<file path="src/rtl/irq_aggregator.sv">
module irq_aggregator #(
  parameter int W    = 8,
  parameter int NCAT = 4,
  parameter int AW   = 4
) (
  input  logic              clk,
  input  logic              rst_n,
  input  logic [NCAT*W-1:0] evt_i,
  input  logic              clr_n_i,
  input  logic [AW-1:0]     bus_addr,
  input  logic              bus_wr,
  input  logic              bus_rd,
  input  logic [W-1:0]      bus_wdata,
  output logic [W-1:0]      bus_rdata,
  output logic              irq_n_o,
  output logic              irq_oe_o
);

  localparam int CTRL_ADDR = 2 * NCAT;

  logic [W-1:0]      pend_q [NCAT];
  logic [W-1:0]      en_q   [NCAT];
  logic [NCAT*W-1:0] pend_flat, en_flat;
  logic              ack_q, susp_q;

  wire ctrl_wr   = bus_wr && (bus_addr == AW'(CTRL_ADDR));
  wire ack_flip  = ctrl_wr && (bus_wdata[0] != ack_q);

  always_ff @(posedge clk or negedge rst_n)
    if (!rst_n) begin
      ack_q  <= 1'b0;
      susp_q <= 1'b0;
    end else if (ctrl_wr) begin
      ack_q  <= bus_wdata[0];
      susp_q <= bus_wdata[1];
    end

  for (genvar g = 0; g < NCAT; g++) begin : g_cat
    wire rd_hit = bus_rd && (bus_addr == AW'(g));
    wire wipe   = rd_hit || ack_flip;
    wire [W-1:0] hit = evt_i[g*W +: W] & en_q[g];

    always_ff @(posedge clk or negedge rst_n)
      if (!rst_n)           pend_q[g] <= '0;
      else if (!clr_n_i)    pend_q[g] <= '0;
      else                  pend_q[g] <= (wipe ? '0 : pend_q[g]) | hit;

    always_ff @(posedge clk or negedge rst_n)
      if (!rst_n)                                      en_q[g] <= '0;
      else if (bus_wr && bus_addr == AW'(NCAT + g))    en_q[g] <= bus_wdata;

    assign pend_flat[g*W +: W] = pend_q[g];
    assign en_flat[g*W +: W]   = en_q[g];

    p_rd_clear_r4: assert property (@(posedge clk) disable iff (!rst_n)
      (rd_hit && hit == '0) |=> pend_q[g] == '0);
  end

  always_comb begin
    bus_rdata = '0;
    if (int'(bus_addr) < NCAT)
      bus_rdata = pend_q[bus_addr[$clog2(NCAT)-1:0]];
    else if (int'(bus_addr) < CTRL_ADDR)
      bus_rdata = en_q[bus_addr[$clog2(NCAT)-1:0]];
    else if (int'(bus_addr) == CTRL_ADDR)
      bus_rdata = W'({susp_q, ack_q});
  end

  assign irq_oe_o = (|pend_flat) && !susp_q;
  assign irq_n_o  = !irq_oe_o;

  p_latch_r2: assert property (@(posedge clk) disable iff (!rst_n)
    (clr_n_i && |(evt_i & en_flat)) |=> |pend_flat);

  p_masked_r3: assert property (@(posedge clk) disable iff (!rst_n)
    (pend_flat == '0 && (evt_i & en_flat) == '0) |=> pend_flat == '0);

  p_suspend_masks_r8: assert property (@(posedge clk) disable iff (!rst_n)
    ctrl_wr |=> $stable(en_flat));

  p_hold_off_r8: assert property (@(posedge clk) disable iff (!rst_n)
    susp_q |-> !irq_oe_o);

  p_hard_clear_r9: assert property (@(posedge clk) disable iff (!rst_n)
    !clr_n_i |=> pend_flat == '0);

endmodule

</file>
<file path="config.mk">
export PLATFORM = sky130hd
export DESIGN_NAME = irq_aggregator
export DESIGN_NICKNAME = d
export VERILOG_FILES = /design/src/rtl/irq_aggregator.sv
export SDC_FILE = /design/constraint.sdc
export NUM_CORES = 1
export LEC_CHECK = 0
export BUFFER_PORTS_ARGS = -buffer_cell sky130_fd_sc_hd__clkbuf_2
export CORE_ASPECT_RATIO = 1.4
export CORE_MARGIN = 10
export CORE_UTILIZATION = 35
export CTS_BUF_LIST = sky130_fd_sc_hd__clkbuf_2
export CTS_CLUSTER_SIZE = 12
export DETAILED_ROUTE_END_ITERATION = 7
export PLACE_DENSITY = 0.55
export SLEW_MARGIN = 25
export SYNTH_ARGS = -nofsm -noshare
export SYNTH_HDL_FRONTEND = slang
export SYNTH_SLANG_ARGS = --single-unit
</file>
<file path="constraint.sdc">
create_clock -name clk -period 2.3 [get_ports clk]
set_input_delay 0.46 -clock clk [delete_from_list [all_inputs] [get_ports clk]]
set_output_delay 0.46 -clock clk [all_outputs]
set_load 0.02 [all_outputs]
</file>
==> out/metrics.cfg, run 1 <==
[floorplanning]
ios = 59
die_w_um = 102
fp.dieH_um = 135
fp-row-count = 41
start_util_pct = 36.2
core_area_mm2 = 0.00908
die_area_mm2 = 0.0137

[clocking]
htreeDepth = 3
cts_tree = yes
clk_latency_ns = 0.52
cts_max_path_buffers = 2
clk_pin_slew_worst_paths_ns = 0.18
clock-root-buffer = clkbuf_2
cts_buffers = 9
cts.sinks = 66

[placement]
place_ws_ns = 0.0491
place_hpwl_mm = 7.47
io_buffers = 58
gp_congestion = 0.805

[yosys]
synth_compound_area_share_pct = 12.4
synthesis.area_mm2 = 0.00329
yosys.area.top_type = dfrtp_1
synth_adder_area_share_pct = 0
ys.flop_type = dfrtp_1
seq_area_frac_synth_pct = 50.2
yosysWarnings = 0
synth_edf_count = 0
synth.most_common_cell = dfrtp_1
ys_top_cells_by_area = dfrtp_1 (50%), mux2_2 (11%), mux4_2 (11%)
synthTopCellsByCount = dfrtp_1 (66), mux2_2 (33), and3_1 (24), a31o_1 (20)
synth_cells = 246
avgSynthCellArea_um2 = 13.4
ys_types = 32
synth_top_family_by_area = multiplexers
synthSimpleGateAreaFrac_pct = 11.5
muxShareOfSynthArea_pct = 22.6
yosys.area_share.xor_xnor_pct = 0.266
synth_top_area_share_pct = 50.2
synth.net_count = 295
synth_seq_cells = 66
ys_async_sr_fraction_pct = 100

[setup_path]
crit_required_ns = 1.84
r2r_end = pend_flat[31]
crit_path_start_kind = flop
cp.arrival_ns = 1.91
crit_fanout = 3
crit_path_end_kind = primary output
reg2reg_slack_ns = 0.90
regToRegStartpoint = ack_q
ff2ff_path_depth = 4
path_class = flop to primary output

[job]
drv_cap = 0

[global_route]
grt_pass1_wl_mm = 15.3
antenna_found_initial = 1
grt-ovfl-total = 0
grt_pass1_vias = 2736
track_usage_pct = 15.0
grt_max_degree = 35

[finish]
fillerInstances = 833
final_nets = 385
area_growth_pct = 25.8
final_layout_size_suffix_gt1_share_pct = 50.0

[power_and_ir_drop]
power_density_mw_per_mm2 = 724
p_leak_nw = 1.94
ir_worst_vdd_uv = 298

[timing]
fmax_mhz = 422
hold_violations = 0
whs_ns = 0.177
worst_slack_ns = -0.0698
skew_ns = 0.0237
relSlewSlack_pct = 56.3
grt_setup_unrepaired = yes
timing.final.crit_share_pct = 103
setup_viol = 3
min_period_ns = 2.37
worstMarginPinSlew_ns = 0.656
maxSlewViolCount = 0

[routing]
drt_iter0_drc = 265
drc = 0
detail-route-antenna-nets = 0
wl_per_cell_um = 22.3
dr.pass1.iters = 4
num_vias = 2597
vias_per_cell = 5.80
routed_wl_mm = 10.0

[run_status]
violations = negative setup slack
status = finished, violations left

[hold_path]
hold_class = input pin to flop
min_path_cells = 3
worst_hold_path.endpoint = pend_flat[17]
hp-start = evt_i[17]

==> sequential cells by signal, indices dropped and copies added (netlist names) <==
signal     count
ack_q          1
en_flat       32
pend_flat     32
susp_q         1
==> power breakdown <==
part	switching [mW]	total, mW	internal, mW
Sequential	0.179	1.56	1.38
Combinational	0.310	0.787	0.477
Clock	0.405	0.653	0.248
Total	0.894	3.00	2.10
==> kinds of logic after synthesis <==
kind of cell | Yosys count
flops | 66
simple gates | 60
compound gates | 54
mux | 50
buf+inv | 15
xor+xnor | 1
==> cell usage in the layout, fill, tap and decap left out, types with 2 or more instances in the layout <==
master    count
a31oi_1       2
and3_1       24
a31o_1       20
clkbuf_2     59
buf_6         4
a31o_2        4
clkinv_2      2
nand3_1      10
a22o_1        6
nand2b_1      5
and4b_1       2
buf_4        32
buf_12        4
mux4_2       16
nor4_2        4
mux2_2       33
dfrtp_1      66
buf_2         2
o21ai_0      16
nor2_1        2
nand4_1       4
nor4_1        3
clkbuf_8      3
==> routing by layer <==
layer / vias to the layer above / track usage (%) / routed length [um]
met5: - / 0 / 0
met4: 0 / 5.82 / 198
met3: 13 / 4.49 / 737
met2: 96 / 24.6 / 5120
met1: 1330 / 17.8 / 3940
li1: 1158 / - / -
==> layout make-up <==
type                       instances  area (um2)  area share [%]
multi-input combinational        165        1580            38.3
clock buffer                      11        55.1            1.33
tap                              107         134            3.24
clock inverter                     4        43.8            1.06
timing repair buffer              94         667            16.1
sequential                        66        1650            39.9
antenna                            1        2.50          0.0605
==> per-stage QoR <==
| step | cell area [um2] | total power, mW | util (%) | setup TNS [ns] | std cells |
|---|---|---|---|---|---|
| floorplan | 3290 | 1.98 | - | 0 | 246 |
| global placement | 3840 | 2.24 | 42.3 | 0 | 420 |
| detailed placement | 3840 | 2.25 | 42.3 | 0 | 420 |
| CTS | 4040 | 2.95 | 44.5 | -0.182 | 438 |
| global route | 4140 | 3.16 | 45.6 | -0.718 | 448 |
| finish | 4140 | 3.00 | 45.6 | -0.125 | 448 |
==> what timing repair did <==
action | CTS | global route
setup endpoints to repair | 5 | 10
gates resized for setup | 13 | 16
buffers inserted | 2 | 9
pin swaps | 7 | 7
hold buffers | 1 | 0
hold endpoints to repair | 17 | 0
==> how the worst max path moves through the flow <==
| stage | endpoint | cells after the start | slack, ns | from |
|---|---|---|---|---|
| floorplan | bus_rdata[6] | 4 | 0.28 | bus_addr[0] |
| global placement | bus_rdata[2] | 5 | 0.07 | bus_addr[0] |
| detailed placement | bus_rdata[2] | 5 | 0.05 | bus_addr[0] |
| CTS | irq_oe_o | 4 | -0.09 | pend_flat[18] |
| global route | irq_oe_o | 4 | -0.19 | pend_flat[29] |
| finish | irq_oe_o | 4 | -0.07 | pend_flat[29] |
==> worst max-delay path: stages, from the launching register on <==
cell and delay [ns]:
dfrtp_1 0.46, nor4_2 0.32, nand4_1 0.22, o21ba_2 0.27, buf_6 0.13
(Power assumes the default switching activity.)
==> run 2: changes to the inputs <==
REMOVE_ABC_BUFFERS = 1   (was default)
SKIP_LAST_GASP = 1   (was default)
==> out/metrics.cfg, run 2 (synthesis results as in run 1) <==
[run_status]
status = finished, violations left  ; unchanged
violations = negative setup slack  ; unchanged

[routing]
wl_per_cell_um = 22.3  ; about the same
dr.pass1.iters = 4  ; unchanged
detail-route-antenna-nets = 0  ; unchanged
num_vias = 2532  ; was 2597
routed_wl_mm = 9.77  ; was 10.0 mm
drt_iter0_drc = 119  ; was 265
vias_per_cell = 5.78  ; was 5.80
drc = 0  ; unchanged

[floorplanning]
start_util_pct = 36.2  ; unchanged
die_area_mm2 = 0.0137  ; unchanged
ios = 59  ; unchanged
die_w_um = 102  ; unchanged
fp-row-count = 41  ; unchanged
fp.dieH_um = 135  ; unchanged
core_area_mm2 = 0.00908  ; unchanged

[clocking]
clk_latency_ns = 0.53  ; was 0.52 ns
cts_buffers = 9  ; unchanged
cts.sinks = 66  ; unchanged
cts_tree = yes  ; unchanged
cts_max_path_buffers = 2  ; unchanged
htreeDepth = 3  ; unchanged
clk_pin_slew_worst_paths_ns = 0.17  ; was 0.18 ns
clock-root-buffer = clkbuf_2  ; unchanged

[setup_path]
crit_fanout = 3  ; unchanged
cp.arrival_ns = 1.90  ; was 1.91 ns
reg2reg_slack_ns = 0.93  ; was 0.90 ns
path_class = flop to primary output  ; unchanged
crit_required_ns = 1.84  ; about the same
crit_path_end_kind = primary output  ; unchanged
crit_path_start_kind = flop  ; unchanged
regToRegStartpoint = ack_q  ; unchanged
critPathLaunch = pend_flat[30]  ; was pend_flat[29]

[global_route]
track_usage_pct = 14.9  ; was 15.0%
grt_max_degree = 67  ; was 35
grt_pass1_vias = 2842  ; was 2736
grt_pass1_wl_mm = 15.5  ; was 15.3 mm
antenna_found_initial = 1  ; unchanged
grt-ovfl-total = 0  ; unchanged

[power_and_ir_drop]
p_comb_share_pct = 25.9  ; was 26.3%
p_leak_nw = 1.91  ; was 1.94 nW
power.switching_mw = 0.897  ; was 0.894 mW
internal_power_mw = 2.09  ; was 2.10 mW
seq_power_share_pct = 52.2  ; was 51.9%
swShare_pct = 30.0  ; was 29.8%
p_clk_share_pct = 21.9  ; was 21.8%
power_density_mw_per_mm2 = 729  ; was 724 mW/mm2
ir_worst_vdd_uv = 222  ; was 298 uV

[timing]
fmax_mhz = 423  ; was 422 MHz
worstMarginPinSlew_ns = 0.505  ; was 0.656 ns
skew_ns = 0.0219  ; was 0.0237 ns
final.setup.tns_ns = -0.100  ; was -0.125 ns
min_period_ns = 2.36  ; was 2.37 ns
hold_violations = 0  ; unchanged
worst_slack_ns = -0.0645  ; was -0.0698 ns
timing.final.crit_share_pct = 103  ; about the same
grt_setup_unrepaired = yes  ; unchanged
relSlewSlack_pct = 66.2  ; was 56.3%
maxSlewViolCount = 0  ; unchanged
setup_viol = 2  ; was 3

[placement]
place_hpwl_mm = 7.05  ; was 7.47 mm
dp.cells = 414  ; was 420
gp_congestion = 0.829  ; was 0.805
io_buffers = 58  ; unchanged

[finish]
final_cell_mix = dfrtp_1 (66), clkbuf_2 (59), mux2_2 (33)  ; unchanged
multi_input_area_mm2 = 0.00161  ; was 0.00158 mm2
mostFrequentLayoutCell = dfrtp_1  ; unchanged
seqCellArea_mm2 = 0.00165  ; unchanged
instances_no_fill = 438  ; was 448
fillerInstances = 878  ; was 833
area_growth_pct = 24.8  ; was 25.8%
final_layout_size_suffix_gt1_share_pct = 49.7  ; was 50.0%
final_nets = 375  ; was 385

[job]
drv_cap = 0  ; unchanged

[hold_path]
hold_class = input pin to flop  ; unchanged
hp-start = evt_i[22]  ; was evt_i[17]

==> run 2: cell types whose count changed in the layout (fill, tap and decap cells not counted), sizes merged <==
cell,delta
buf,-10
==> run 2: timing repair <==
action                                  in CTS  in global routing
gates cloned                                 0                  0
endpoints found under the setup margin       8                 10
endpoints found under the hold margin       66                  0
pin swaps                                    7                  5
gates resized for setup                     15                 20
hold buffers                                 1                  0
setup buffers                                6                  1
==> run 2: through the flow <==
step | util (%) | total power [mW] | instance area (um2) | hold WS [ns] | setup WS, ns
final | 45.2 | 2.99 | 4100 | 0.174 | -0.0645
after global routing | 45.2 | 3.15 | 4100 | 0.137 | -0.141
after CTS | 44.6 | 2.98 | 4050 | 0.146 | -0.0528
after detailed placement | 42.0 | 2.25 | 3810 | 0.511 | 0.127
after global placement | 42.0 | 2.23 | 3810 | 0.500 | 0.130
after floorplan | - | 1.95 | 3190 | 0.164 | 0.533
==> run 2: path summary, 6_finish.rpt <==
kind | cells after the start | to
setup / recovery | 4 | irq_n_o
max in group asynchronous | 3 | pend_flat[9]
setup reg to reg | 4 | pend_flat[15]
hold reg to reg | 1 | en_flat[31]
hold / removal | 3 | pend_flat[22]
min in group asynchronous | 3 | en_flat[28]
==> run 2: worst max-delay path, cell delays in order (launching register included) <==
cell      delay (ns)
dfrtp_1         0.46
nor4_4          0.35
nand4_1         0.16
o21bai_1        0.24
buf_4           0.18
==> run 2: metal layers <==
metal	global-route usage, %	routed length [um]	vias up	share of wire, %
met5	0	0	-	0
met3	4.55	556	20	5.7
met1	17.4	4020	1310	41
met2	24.8	4950	62	51
li1	-	-	1140	-
met4	6.29	234	0	2.4
==> run 2: layout make-up <==
type,instances,area share [%]
clock buffers,11,1.34
well taps,107,3.26
flip-flops and latches,66,40.2
diodes,1,0.0610
clock inverters,4,1.07
multi-input cells,165,39.2
repair buffers,84,14.8
==> run 2: power by group through the flow <==
stage / Combinational (mW) / Sequential [mW] / Clock, mW
floorplan: 0.446 / 1.50 / 0
global placement: 0.665 / 1.57 / 0
detailed placement: 0.677 / 1.57 / 0
CTS: 0.754 / 1.55 / 0.669
global route: 0.844 / 1.59 / 0.715
finish: 0.775 / 1.56 / 0.656
==> run 3: changes to the inputs <==
==> constraint.sdc (replaced) <==
create_clock -name clk -period 2.7 [get_ports clk]
set_input_delay 0.27 -clock clk [delete_from_list [all_inputs] [get_ports clk]]
set_output_delay 0.27 -clock clk [all_outputs]
set_load 0.02 [all_outputs]
==> out/metrics.cfg, run 3 (synthesis results as in run 1) <==
[global_route]
grt_max_degree = 39  ; was 67
grt-ovfl-total = 0  ; unchanged
antenna_found_initial = 1  ; unchanged
grt_pass1_vias = 2784  ; was 2842
track_usage_pct = 15.3  ; was 14.9%
grt_pass1_wl_mm = 15.7  ; was 15.5 mm

[clocking]
clock-root-buffer = clkbuf_2  ; unchanged
cts.sinks = 66  ; unchanged
clk_pin_slew_worst_paths_ns = 0.18  ; was 0.17 ns
clk_latency_ns = 0.52  ; was 0.53 ns
cts_max_path_buffers = 2  ; unchanged
cts_tree = yes  ; unchanged
cts.repair.resized = 0  ; was 15
htreeDepth = 3  ; unchanged
cts_buffers = 9  ; unchanged

[power_and_ir_drop]
seq_power_share_pct = 54.1  ; was 52.2%
total_power_mw = 2.44  ; was 2.99 mW
p_leak_nw = 1.84  ; was 1.91 nW
power.switching_mw = 0.741  ; was 0.897 mW
p_clk_share_pct = 22.4  ; was 21.9%
p_comb_share_pct = 23.5  ; was 25.9%
ir_worst_vdd_uv = 245  ; was 222 uV
internal_power_mw = 1.70  ; was 2.09 mW
swShare_pct = 30.3  ; was 30.0%
power_density_mw_per_mm2 = 621  ; was 729 mW/mm2

[setup_path]
crit_fanout = 3  ; unchanged
path_delay_family = simple AND/OR/NAND/NOR gates  ; unchanged
slowest_stage = dfrtp_1  ; unchanged
crit_required_ns = 2.43  ; was 1.84 ns
crit_path_start_kind = flop  ; unchanged
crit_path_end_kind = primary output  ; unchanged
cp.arrival_ns = 1.96  ; was 1.90 ns
path_class = flop to primary output  ; unchanged
max_stage_delay_ns = 0.45  ; was 0.46 ns
reg2reg_slack_ns = 0.80  ; was 0.93 ns
crit_buf_inv = 1  ; unchanged
cp_cell_sequence = nor4_1, nand4_1, o21bai_1, clkbuf_2  ; was nor4_4, nand4_1, o21bai_1, buf_4

[floorplanning]
start_util_pct = 36.2  ; unchanged
fp-row-count = 41  ; unchanged
fp.dieH_um = 135  ; unchanged
ios = 59  ; unchanged
core_area_mm2 = 0.00908  ; unchanged
die_w_um = 102  ; unchanged
die_area_mm2 = 0.0137  ; unchanged

[timing]
fmax_mhz = 448
worstMarginPinSlew_ns = 1.03  ; was 0.505 ns
skew_ns = 0.0309  ; was 0.0219 ns
min_period_ns = 2.23
worst_slack_ns = 0.470  ; was -0.0645 ns
final.setup.tns_ns = 0  ; was -0.100 ns
maxSlewViolCount = 0  ; unchanged
relSlewSlack_pct = 31.2  ; was 66.2%
grt_setup_unrepaired = no  ; was yes
setup_viol = 0  ; was 2
hold_violations = 0  ; unchanged
timing.final.crit_share_pct = 82.6

[job]
drv_cap = 0  ; unchanged

[placement]
place_ws_ns = 0.660  ; was 0.127 ns
io_buffers = 58  ; unchanged
place_hpwl_mm = 7.25  ; was 7.05 mm
gp_congestion = 0.767  ; was 0.829

[run_status]
status = finished, final reports clean  ; was finished, violations left

[finish]
mostFrequentLayoutCell = clkbuf_2  ; was dfrtp_1
area_growth_pct = 19.7  ; was 24.8%
final_nets = 372  ; was 375
final_layout_size_suffix_gt1_share_pct = 42.5  ; was 49.7%
final_cell_mix = clkbuf_2 (68), dfrtp_1 (66), mux2_2 (33)  ; was dfrtp_1 (66), clkbuf_2 (59), mux2_2 (33)
fillerInstances = 916  ; was 878

[routing]
routed_wl_mm = 10.0  ; was 9.77 mm
dr.pass1.iters = 4  ; unchanged
detail-route-antenna-nets = 0  ; unchanged
drc = 0  ; unchanged
vias_per_cell = 5.83  ; was 5.78
num_vias = 2536  ; was 2532
wl_per_cell_um = 23.0  ; was 22.3 um
drt_iter0_drc = 102  ; was 119

[hold_path]
hold_class = input pin to flop  ; unchanged

[run 3: cell count changes in the layout (fill, tap and decap cells not counted), moves of 4 or more]
cell,delta
buf_4,-13
buf_6,-4
clkbuf_2,+9
dlygate4sd3_1,+10
nor4_1,+8
nor4_2,-7
[run 3: power by group through the flow]
stage | registers, mW | clock network, mW | logic [mW]
after floorplan | 1.28 | 0 | 0.380
after global placement | 1.34 | 0 | 0.557
after detailed placement | 1.35 | 0 | 0.568
after CTS | 1.32 | 0.564 | 0.581
after global routing | 1.35 | 0.608 | 0.628
final | 1.32 | 0.547 | 0.574
[run 3: repair_timing]
action                                 in CTS  in global routing
hold buffers                                9                  2
setup buffers                               0                  0
endpoints found under the hold margin      39                  2
[run 3: worst min-delay path, stage by stage]
cell      delay [ns]
clkbuf_2        0.08
nand3_1         0.08
o21ai_0         0.09
[run 3: metal layers]
metal  GRT usage [%]  part of all wire (%)
met5               0                     0
met2            25.5                    53
met4            8.25                   2.4
met1            18.4                    39
met3            2.40                   5.8
[run 3: cell type report]
type                            count  area [um2]  area share [%]
Timing Repair Buffer               81         515            13.1
Multi-Input combinational cell    165        1540            39.1
Clock inverter                      5        46.3            1.18
Antenna cell                        1        2.50          0.0635
Clock buffer                       10        50.0            1.27
Tap cell                          107         134            3.40
Sequential cell                    66        1650            41.9
[run 3: per-stage QoR]
stage / hold WS (ns) / cell area [um2] / cells / util, %
floorplan: -0.0256 / 3190 / 231 / -
global placement: 0.388 / 3730 / 408 / 41.1
detailed placement: 0.389 / 3730 / 408 / 41.1
CTS: 0.00174 / 3920 / 432 / 43.1
global route: 0.0124 / 3940 / 435 / 43.4
finish: 0.0404 / 3940 / 435 / 43.4
[run 3: worst paths after layout]
path	start	to	cells past startpoint
max	pend_flat[2]	irq_n_o	4
min	evt_i[18]	pend_flat[18]	3
max reg2reg	ack_q	pend_flat[31]	3
min reg2reg	en_flat[22]	pend_flat[22]	2
max in group asynchronous	rst_n	en_flat[30]	3
min in group asynchronous	rst_n	ack_q	2
